**src/rtl/ps2_pkg.sv**
```systemverilog
package ps2_pkg;
  typedef enum logic [1:0] {
    TX_IDLE  = 2'd0,
    TX_HOLD  = 2'd1,
    TX_SHIFT = 2'd2
  } tx_state_e;

  localparam int unsigned BYTE_W    = 8;
  localparam int unsigned FRAME_LEN = 11;
  localparam int unsigned ST_OBF    = 0;
  localparam int unsigned ST_IBF    = 1;
  localparam int unsigned ST_OVR    = 6;
  localparam int unsigned ST_ERR    = 7;
endpackage

```
**src/rtl/ps2_line_sync.sv**
```systemverilog
module ps2_line_sync #(
  parameter int unsigned W = 2
) (
  input  logic         clk,
  input  logic         rst_n,
  input  logic [W-1:0] lines_i,
  output logic [W-1:0] lvl_o,
  output logic [W-1:0] fall_o
);
  logic [W-1:0] s1_q, s2_q, s3_q;

  always_ff @(posedge clk or negedge rst_n) begin
    if (!rst_n) begin
      s1_q <= '1;
      s2_q <= '1;
      s3_q <= '1;
    end else begin
      s1_q <= lines_i;
      s2_q <= s1_q;
      s3_q <= s2_q;
    end
  end

  assign lvl_o  = s2_q;
  assign fall_o = s3_q & ~s2_q;
endmodule

```
**src/rtl/ps2_rx.sv**
```systemverilog
module ps2_rx #(
  parameter int unsigned WDOG_CYC = 400000
) (
  input  logic       clk,
  input  logic       rst_n,
  input  logic       en,
  input  logic       clk_fall,
  input  logic       dat_lvl,
  output logic       vld,
  output logic       err,
  output logic [7:0] byte_o
);
  localparam int unsigned WDW = $clog2(WDOG_CYC + 1);

  logic [9:0]     sh_q, sh_n;
  logic [3:0]     cnt_q, cnt_n;
  logic [WDW-1:0] wd_q, wd_n;
  logic           vld_q, vld_n, err_q, err_n;
  logic [7:0]     byte_q, byte_n;
  logic [10:0]    frame;

  always_comb begin
    sh_n   = sh_q;
    cnt_n  = cnt_q;
    wd_n   = wd_q;
    vld_n  = 1'b0;
    err_n  = 1'b0;
    byte_n = byte_q;
    frame  = {dat_lvl, sh_q};
    if (!en) begin
      cnt_n = '0;
      wd_n  = '0;
    end else if (clk_fall) begin
      wd_n = '0;
      if (cnt_q == 4'd10) begin
        cnt_n = '0;
        if (!frame[0] && frame[10] && (^frame[9:1])) begin
          vld_n  = 1'b1;
          byte_n = frame[8:1];
        end else begin
          err_n = 1'b1;
        end
      end else begin
        sh_n  = {dat_lvl, sh_q[9:1]};
        cnt_n = cnt_q + 4'd1;
      end
    end else if (cnt_q != 4'd0) begin
      if (wd_q == WDW'(WDOG_CYC - 1)) begin
        cnt_n = '0;
        wd_n  = '0;
      end else begin
        wd_n = wd_q + 1'b1;
      end
    end
  end

  always_ff @(posedge clk or negedge rst_n) begin
    if (!rst_n) begin
      sh_q   <= '0;
      cnt_q  <= '0;
      wd_q   <= '0;
      vld_q  <= 1'b0;
      err_q  <= 1'b0;
      byte_q <= '0;
    end else begin
      sh_q   <= sh_n;
      cnt_q  <= cnt_n;
      wd_q   <= wd_n;
      vld_q  <= vld_n;
      err_q  <= err_n;
      byte_q <= byte_n;
    end
  end

  assign vld    = vld_q;
  assign err    = err_q;
  assign byte_o = byte_q;
endmodule

```
**src/rtl/ps2_tx.sv**
```systemverilog
module ps2_tx
  import ps2_pkg::*;
#(
  parameter int unsigned HOLD_CYC = 20000,
  parameter int unsigned WDOG_CYC = 400000
) (
  input  logic       clk,
  input  logic       rst_n,
  input  logic       start,
  input  logic [7:0] byte_i,
  input  logic       clk_fall,
  input  logic       dat_lvl,
  output logic       busy,
  output logic       done,
  output logic       clk_oe,
  output logic       dat_oe
);
  localparam int unsigned MAXC = (HOLD_CYC > WDOG_CYC) ? HOLD_CYC : WDOG_CYC;
  localparam int unsigned TW   = $clog2(MAXC + 1);

  tx_state_e     st_q, st_n;
  logic [10:0]   sh_q, sh_n;
  logic [3:0]    cnt_q, cnt_n;
  logic [TW-1:0] tmr_q, tmr_n;
  logic          done_q, done_n;

  always_comb begin
    st_n   = st_q;
    sh_n   = sh_q;
    cnt_n  = cnt_q;
    tmr_n  = tmr_q;
    done_n = 1'b0;
    unique case (st_q)
      TX_IDLE: begin
        tmr_n = '0;
        if (start) begin
          st_n = TX_HOLD;
          sh_n = {1'b1, ~^byte_i, byte_i, 1'b0};
        end
      end
      TX_HOLD: begin
        if (tmr_q == TW'(HOLD_CYC - 1)) begin
          st_n  = TX_SHIFT;
          tmr_n = '0;
          cnt_n = '0;
        end else begin
          tmr_n = tmr_q + 1'b1;
        end
      end
      TX_SHIFT: begin
        if (clk_fall) begin
          tmr_n = '0;
          if (cnt_q == 4'd10) begin
            if (!dat_lvl) begin
              st_n   = TX_IDLE;
              done_n = 1'b1;
            end
          end else begin
            sh_n  = {1'b1, sh_q[10:1]};
            cnt_n = cnt_q + 4'd1;
          end
        end else if (tmr_q == TW'(WDOG_CYC - 1)) begin
          st_n   = TX_IDLE;
          done_n = 1'b1;
        end else begin
          tmr_n = tmr_q + 1'b1;
        end
      end
      default: st_n = TX_IDLE;
    endcase
  end

  always_ff @(posedge clk or negedge rst_n) begin
    if (!rst_n) begin
      st_q   <= TX_IDLE;
      sh_q   <= '1;
      cnt_q  <= '0;
      tmr_q  <= '0;
      done_q <= 1'b0;
    end else begin
      st_q   <= st_n;
      sh_q   <= sh_n;
      cnt_q  <= cnt_n;
      tmr_q  <= tmr_n;
      done_q <= done_n;
    end
  end

  assign busy   = (st_q != TX_IDLE);
  assign done   = done_q;
  assign clk_oe = (st_q == TX_HOLD);
  assign dat_oe = (st_q == TX_SHIFT) && !sh_q[0];
endmodule

```
**src/rtl/ps2_host_port.sv**
```systemverilog
module ps2_host_port
  import ps2_pkg::*;
#(
  parameter int unsigned ADDR_W   = 3,
  parameter int unsigned HOLD_CYC = 20000,
  parameter int unsigned WDOG_CYC = 400000
) (
  input  logic              clk,
  input  logic              rst_n,
  input  logic              bus_cs,
  input  logic              bus_we,
  input  logic [ADDR_W-1:0] bus_addr,
  input  logic [7:0]        bus_wdata,
  output logic [7:0]        bus_rdata,
  input  logic              kbd_clk_i,
  input  logic              kbd_dat_i,
  output logic              kbd_clk_oe,
  output logic              kbd_dat_oe,
  output logic              tx_rdy,
  output logic              rx_rdy
);
  localparam logic [ADDR_W-1:0] OFS_DATA = ADDR_W'(0);
  localparam logic [ADDR_W-1:0] OFS_STAT = ADDR_W'(4);

  logic       rst_m_q, rst_s_q;
  logic [1:0] lvl, fall;
  logic       rx_vld, rx_err, tx_busy, tx_done;
  logic [7:0] rx_byte;
  logic       rd_out, rd_stat, wr_in, wr_ok;
  logic [7:0] obuf_q, obuf_n, status;
  logic       obf_q, obf_n, ibf_q, ibf_n, ovr_q, ovr_n, perr_q, perr_n;

  always_ff @(posedge clk or negedge rst_n) begin
    if (!rst_n) begin
      rst_m_q <= 1'b0;
      rst_s_q <= 1'b0;
    end else begin
      rst_m_q <= 1'b1;
      rst_s_q <= rst_m_q;
    end
  end

  ps2_line_sync #(.W(2)) u_sync (
    .clk(clk), .rst_n(rst_s_q),
    .lines_i({kbd_dat_i, kbd_clk_i}),
    .lvl_o(lvl), .fall_o(fall)
  );

  ps2_rx #(.WDOG_CYC(WDOG_CYC)) u_rx (
    .clk(clk), .rst_n(rst_s_q), .en(!tx_busy),
    .clk_fall(fall[0]), .dat_lvl(lvl[1]),
    .vld(rx_vld), .err(rx_err), .byte_o(rx_byte)
  );

  ps2_tx #(.HOLD_CYC(HOLD_CYC), .WDOG_CYC(WDOG_CYC)) u_tx (
    .clk(clk), .rst_n(rst_s_q), .start(wr_ok), .byte_i(bus_wdata),
    .clk_fall(fall[0]), .dat_lvl(lvl[1]),
    .busy(tx_busy), .done(tx_done),
    .clk_oe(kbd_clk_oe), .dat_oe(kbd_dat_oe)
  );

  assign rd_out  = bus_cs && !bus_we && (bus_addr == OFS_DATA);
  assign rd_stat = bus_cs && !bus_we && (bus_addr == OFS_STAT);
  assign wr_in   = bus_cs && bus_we && (bus_addr == OFS_DATA);
  assign wr_ok   = wr_in && !ibf_q;

  always_comb begin
    obuf_n = rx_vld ? rx_byte : obuf_q;
    obf_n  = obf_q;
    if (rd_out) obf_n = 1'b0;
    if (rx_vld) obf_n = 1'b1;
    ibf_n = ibf_q;
    if (wr_ok) ibf_n = 1'b1;
    else if (tx_done) ibf_n = 1'b0;
    ovr_n = ovr_q;
    if (rd_stat) ovr_n = 1'b0;
    if (rx_vld && obf_q && !rd_out) ovr_n = 1'b1;
    perr_n = perr_q;
    if (rd_stat) perr_n = 1'b0;
    if (rx_err) perr_n = 1'b1;
  end

  always_ff @(posedge clk or negedge rst_s_q) begin
    if (!rst_s_q) begin
      obuf_q <= '0;
      obf_q  <= 1'b0;
      ibf_q  <= 1'b0;
      ovr_q  <= 1'b0;
      perr_q <= 1'b0;
    end else begin
      obuf_q <= obuf_n;
      obf_q  <= obf_n;
      ibf_q  <= ibf_n;
      ovr_q  <= ovr_n;
      perr_q <= perr_n;
    end
  end

  always_comb begin
    status         = '0;
    status[ST_OBF] = obf_q;
    status[ST_IBF] = ibf_q;
    status[ST_OVR] = ovr_q;
    status[ST_ERR] = perr_q;
  end

  assign bus_rdata = (bus_addr == OFS_DATA) ? obuf_q :
                     (bus_addr == OFS_STAT) ? status : 8'h00;
  assign tx_rdy = !ibf_q;
  assign rx_rdy = obf_q;
endmodule

```
**config.mk**
```make
export PLATFORM = sky130hd
export DESIGN_NAME = ps2_host_port
export DESIGN_NICKNAME = d
export VERILOG_FILES = /design/src/rtl/ps2_pkg.sv /design/src/rtl/ps2_line_sync.sv /design/src/rtl/ps2_rx.sv /design/src/rtl/ps2_tx.sv /design/src/rtl/ps2_host_port.sv
export SDC_FILE = /design/constraint.sdc
export NUM_CORES = 1
export LEC_CHECK = 0
export BUFFER_PORTS_ARGS = -buffer_cell sky130_fd_sc_hd__buf_2
export CORE_ASPECT_RATIO = 1.25
export CORE_MARGIN = 2
export CORE_UTILIZATION = 55
export DETAILED_ROUTE_END_ITERATION = 12
export PLACE_DENSITY = 0.76
export SLEW_MARGIN = 10
export SYNTH_ARGS = -nofsm -noshare
export SYNTH_HDL_FRONTEND = slang
export SYNTH_SLANG_ARGS = --single-unit
```
**constraint.sdc**
```tcl
create_clock -name clk -period 2.78 [get_ports clk]
set_input_delay 0.834 -clock clk [delete_from_list [all_inputs] [get_ports clk]]
set_output_delay 0.834 -clock clk [all_outputs]
set_load 0.05 [all_outputs]
```
==> out/qor_table.md <==
| Parameter | Value |
|:---|:---|
| Element type at the critical path end | output port |
| Global-route wire length before repair | 17.5 mm |
| Crit path arrival time | 1.73 ns |
| Number of I/O port buffers | 28 |
| Final max-slew violation count | 0 |
| Fmax | 390 MHz |
| Residual antenna-violating net count after detailed routing | 0 |
| Most frequent cell on the critical path | sky130_fd_sc_hd__inv_1 |
| Count of vias placed by the detailed router | 3830 |
| Total wire length | 10.2 mm |
| Resized cells post-CTS | 0 |
| Minimum setup slack after placement | 0.207 ns |
| Areal power density over the cells | 618 nW/um^2 |
| Placement row count | 39 |
| Max-slew headroom | 39.4% |
| Initial antenna violation count | 0 |
| Transition time at the pin with the least slew margin | 0.903 ns |
| Post-Place Cell Area | 5350 sq um |
| Top Ports | 29 |
| Sequential element share of the synthesized area | 48.6% |
| Antenna diode count | 0 |
| Element type at the critical path start | register |
| Number of violations reported at the end of detailed-routing iteration 0 | 180 |
| Final critical-path setup slack | 0.217 ns |
| Combined global-route utilization of all metal layers | 21.4% |
| Critical Path, Cell by Cell | inv_1, ha_1, inv_1, buf_4, nor2_1, buf_2 |
| Critical path launch point | u_tx.st_q[0] |
| Number of nets in the final layout | 542 |
| Critical path fanouts, max | 6 |
| Startpoint-to-endpoint class of the critical path | reg -> out |
| Cell count after synthesis | 484 |
| Met2 layer usage reported by global route | 37.2% |
| Post-synthesis register bit count | 98 |
| Number of different library cells in the post-synthesis netlist | 69 |
| Global routing met1 resource utilization | 26.1% |
| Layer with the highest usage | met2 |
| Clock H-tree levels | 3 |
| Area of the mapped netlist | 5080 sq um |
| Number of nets produced by synthesis | 512 |
| DIE HEIGHT | 111 um |
| Static leakage | 2.49 nW |
| Global route overflow | 0 |
| Worst reg2reg startpoint | u_tx.tmr_q[0] |
| Largest net degree at the start of global routing | 51 |
| Worst path top cell family by delay | buffers and inverters |
| Final Cell Area | 5630 sq um |
| Hold-fix buffers, CTS | 0 |
| Clock insertion delay at the later pin of the skew report | 0.35 ns |
| Post-CTS setup-driven buffer insertion count | 0 |
| Synthesized area divided by synthesized cell count | 10.5 sq um |
| DR vias/cell | 5.97 |
| Die Outline Area | 10000 sq um |
| Worst-case clock buffer depth | 2 |
| Clock-pin transition on the worst setup and hold timing paths | 0.07 ns |
| Top-area cell type share of the netlist area | 40.9% |
| Minimum setup slack among reg-to-reg paths | 0.26 ns |
| Number of buffers and inverters on the critical path | 4 |
| RSZ-0062 raised after global routing | false |
| Hold WC Path Type | in -> async |
| Placed wire-length estimate after detailed placement | 6.95 mm |
| Required arrival time at the worst endpoint | 1.95 ns |
| Number of enable flip-flop cells after synthesis | 0 |
| WL/cell | 15.8 um |
| DRC errors left | 0 |
| Die X-Extent | 90.0 um |
| Top cells by area, synth | sky130_fd_sc_hd__dfrtp_1, sky130_fd_sc_hd__dfstp_2, sky130_fd_sc_hd__mux2_2 |
| Cell at the root of the clock tree | sky130_fd_sc_hd__clkbuf_16 |
| Final min period | 2.56 ns |
| Peak supply drop | 0.000317 V |
| Library cell with the largest summed area after synthesis | sky130_fd_sc_hd__dfrtp_1 |
| Status | finished clean |
| Max stage delay cell, worst path | sky130_fd_sc_hd__dfrtp_1 |
| Longest individual stage delay on the worst path | 0.42 ns |
| Proportion of layout cells with a drive suffix above 1 | 21.2% |
| Total clock buffers created by CTS | 9 |
| Via count of the first global-routing pass | 3809 |
| Share of flip-flops with an asynchronous set or reset after synthesis | 100% |
| Met3 routing resource usage after global routing | 4.53% |
| TritonCTS clock tree | done |
| Synthesis-to-layout area growth | 10.8% |
| Number of setup violations in the final report | 0 |
| Final worst clock skew | 0.00885 ns |
| First-pass iteration count of the detailed router | 6 |
| Clock sink total | 98 |
| RD Place Congestion | 0.897 |
| Prevailing post-synth register cell | sky130_fd_sc_hd__dfrtp_1 |
| Starting density of the core | 56.0% |
| Period utilisation layout | 92.2% |
| Final Hold Viols | 0 |
| Finished Core Util | 62.1% |
| Area of the core region | 9080 sq um |
| Final-layout setup total negative slack | 0 ns |
| Yosys warning total | 0 |
| Filler instances | 772 |
| Number of max-cap violations | 0 |
[placed cells by master, fill, tap and decap left out, drive strengths merged, types with 9 or more instances in the layout]
master	n
inv	18
dfrtp	83
mux2	26
mux2i	9
nor3	11
dfstp	15
nand2	29
nor4	9
nand4	12
a21oi	19
nand3	22
nor2	41
a22o	20
ha	11
buf	38
clkbuf	12
xnor2	14
o21ai	22
[flip-flops by register name, summed over array words and instances (netlist names), 2 cells and up]
signal	cells
u_rx.sh_q	10
u_sync.s1_q	2
u_tx.tmr_q	19
u_sync.lvl_o	2
u_rx.wd_q	19
u_tx.cnt_q	4
u_tx.st_q	2
u_rx.cnt_q	4
u_tx.sh_q	10
u_rx.byte_o	8
obuf_q	8
[path summary, 6_finish.rpt]
check,end,cells after the start
setup / recovery,kbd_dat_oe,6
hold / removal,rst_s_q,1
setup reg to reg,u_tx.tmr_q[3],6
hold reg to reg,u_rx.wd_q[1],0
max in group asynchronous,u_sync.s1_q[1],1
min in group clk,rst_s_q,0
[where the power goes]
group          internal [mW]  switching [mW]
registers               1.56           0.153
clock network          0.632           0.529
logic                  0.306           0.301
total                   2.50           0.983
[kinds of logic (layout without fill, tap and decap cells)]
family                     after synthesis  count (layout)  synth area share (%)
muxes                                   35              35                  7.53
xor gates and xnor gates                21              21                  3.89
DFF                                     98              98                  48.6
other                                    1               1                0.0738
adders and majority gates               11              11                  2.71
AOI/OAI and AO/OA                      108             108                  14.9
buffers and inverters                   36              71                  3.37
and+or+nand+nor                        174             174                  18.9
[synthesized netlist by cell type, types with 2 or more instances]
cell type                    n
sky130_fd_sc_hd__mux2i_1     9
sky130_fd_sc_hd__ha_1       11
sky130_fd_sc_hd__nand3_1    21
sky130_fd_sc_hd__a22o_1     20
sky130_fd_sc_hd__dfrtp_1    83
sky130_fd_sc_hd__a31o_1      4
sky130_fd_sc_hd__o2bb2ai_1   4
sky130_fd_sc_hd__nor4_1      8
sky130_fd_sc_hd__o21ai_0    21
sky130_fd_sc_hd__xor2_1      6
sky130_fd_sc_hd__a32o_1      2
sky130_fd_sc_hd__nor2_1     40
sky130_fd_sc_hd__buf_6       3
sky130_fd_sc_hd__inv_1      17
sky130_fd_sc_hd__and3_1      7
sky130_fd_sc_hd__nand4_1    12
sky130_fd_sc_hd__o21bai_1    2
sky130_fd_sc_hd__xnor2_1    14
sky130_fd_sc_hd__o31ai_1     5
sky130_fd_sc_hd__and4_2      2
sky130_fd_sc_hd__nand2b_1    4
sky130_fd_sc_hd__and2_1      5
sky130_fd_sc_hd__nor3_2      2
sky130_fd_sc_hd__a21o_1      4
sky130_fd_sc_hd__nor3_1      9
sky130_fd_sc_hd__nand3b_1    3
sky130_fd_sc_hd__nand2_1    29
sky130_fd_sc_hd__mux2_2     26
sky130_fd_sc_hd__nor3b_1     4
sky130_fd_sc_hd__or4_1       2
sky130_fd_sc_hd__o22ai_1     3
sky130_fd_sc_hd__a21oi_1    19
sky130_fd_sc_hd__clkbuf_1   13
sky130_fd_sc_hd__a311oi_1    2
sky130_fd_sc_hd__dfstp_2    15
sky130_fd_sc_hd__or3_1       6
sky130_fd_sc_hd__nor2b_1     8
sky130_fd_sc_hd__a31o_2      4
sky130_fd_sc_hd__a31oi_1     5
[layer usage]
layer | part of all wire [%] | routed length (um)
met5 | 0 | 0
met4 | 1.9 | 190
met3 | 3.3 | 331
met2 | 52 | 5300
met1 | 43 | 4350
[cell type report]
| class | count | area, sq um | area share (%) |
|---|---|---|---|
| Multi-Input combinational cell | 350 | 2440 | 43.3 |
| Clock buffer | 12 | 246 | 4.37 |
| Clock inverter | 4 | 26.3 | 0.466 |
| Tap cell | 123 | 154 | 2.73 |
| Sequential cell | 98 | 2470 | 43.9 |
| Inverter | 17 | 63.8 | 1.13 |
| Timing Repair Buffer | 38 | 228 | 4.04 |
[stage by stage]
step	hold WS (ns)	total power, mW	std cells
6_report	0.254	3.48	642
5_1_grt	0.241	3.67	642
4_1_cts	0.250	3.51	641
3_5_place_dp	0.346	2.34	625
3_3_place_gp	0.338	2.30	625
2_1_floorplan	0.331	2.18	484
No activity file was read; power rests on OpenSTA's default activity.
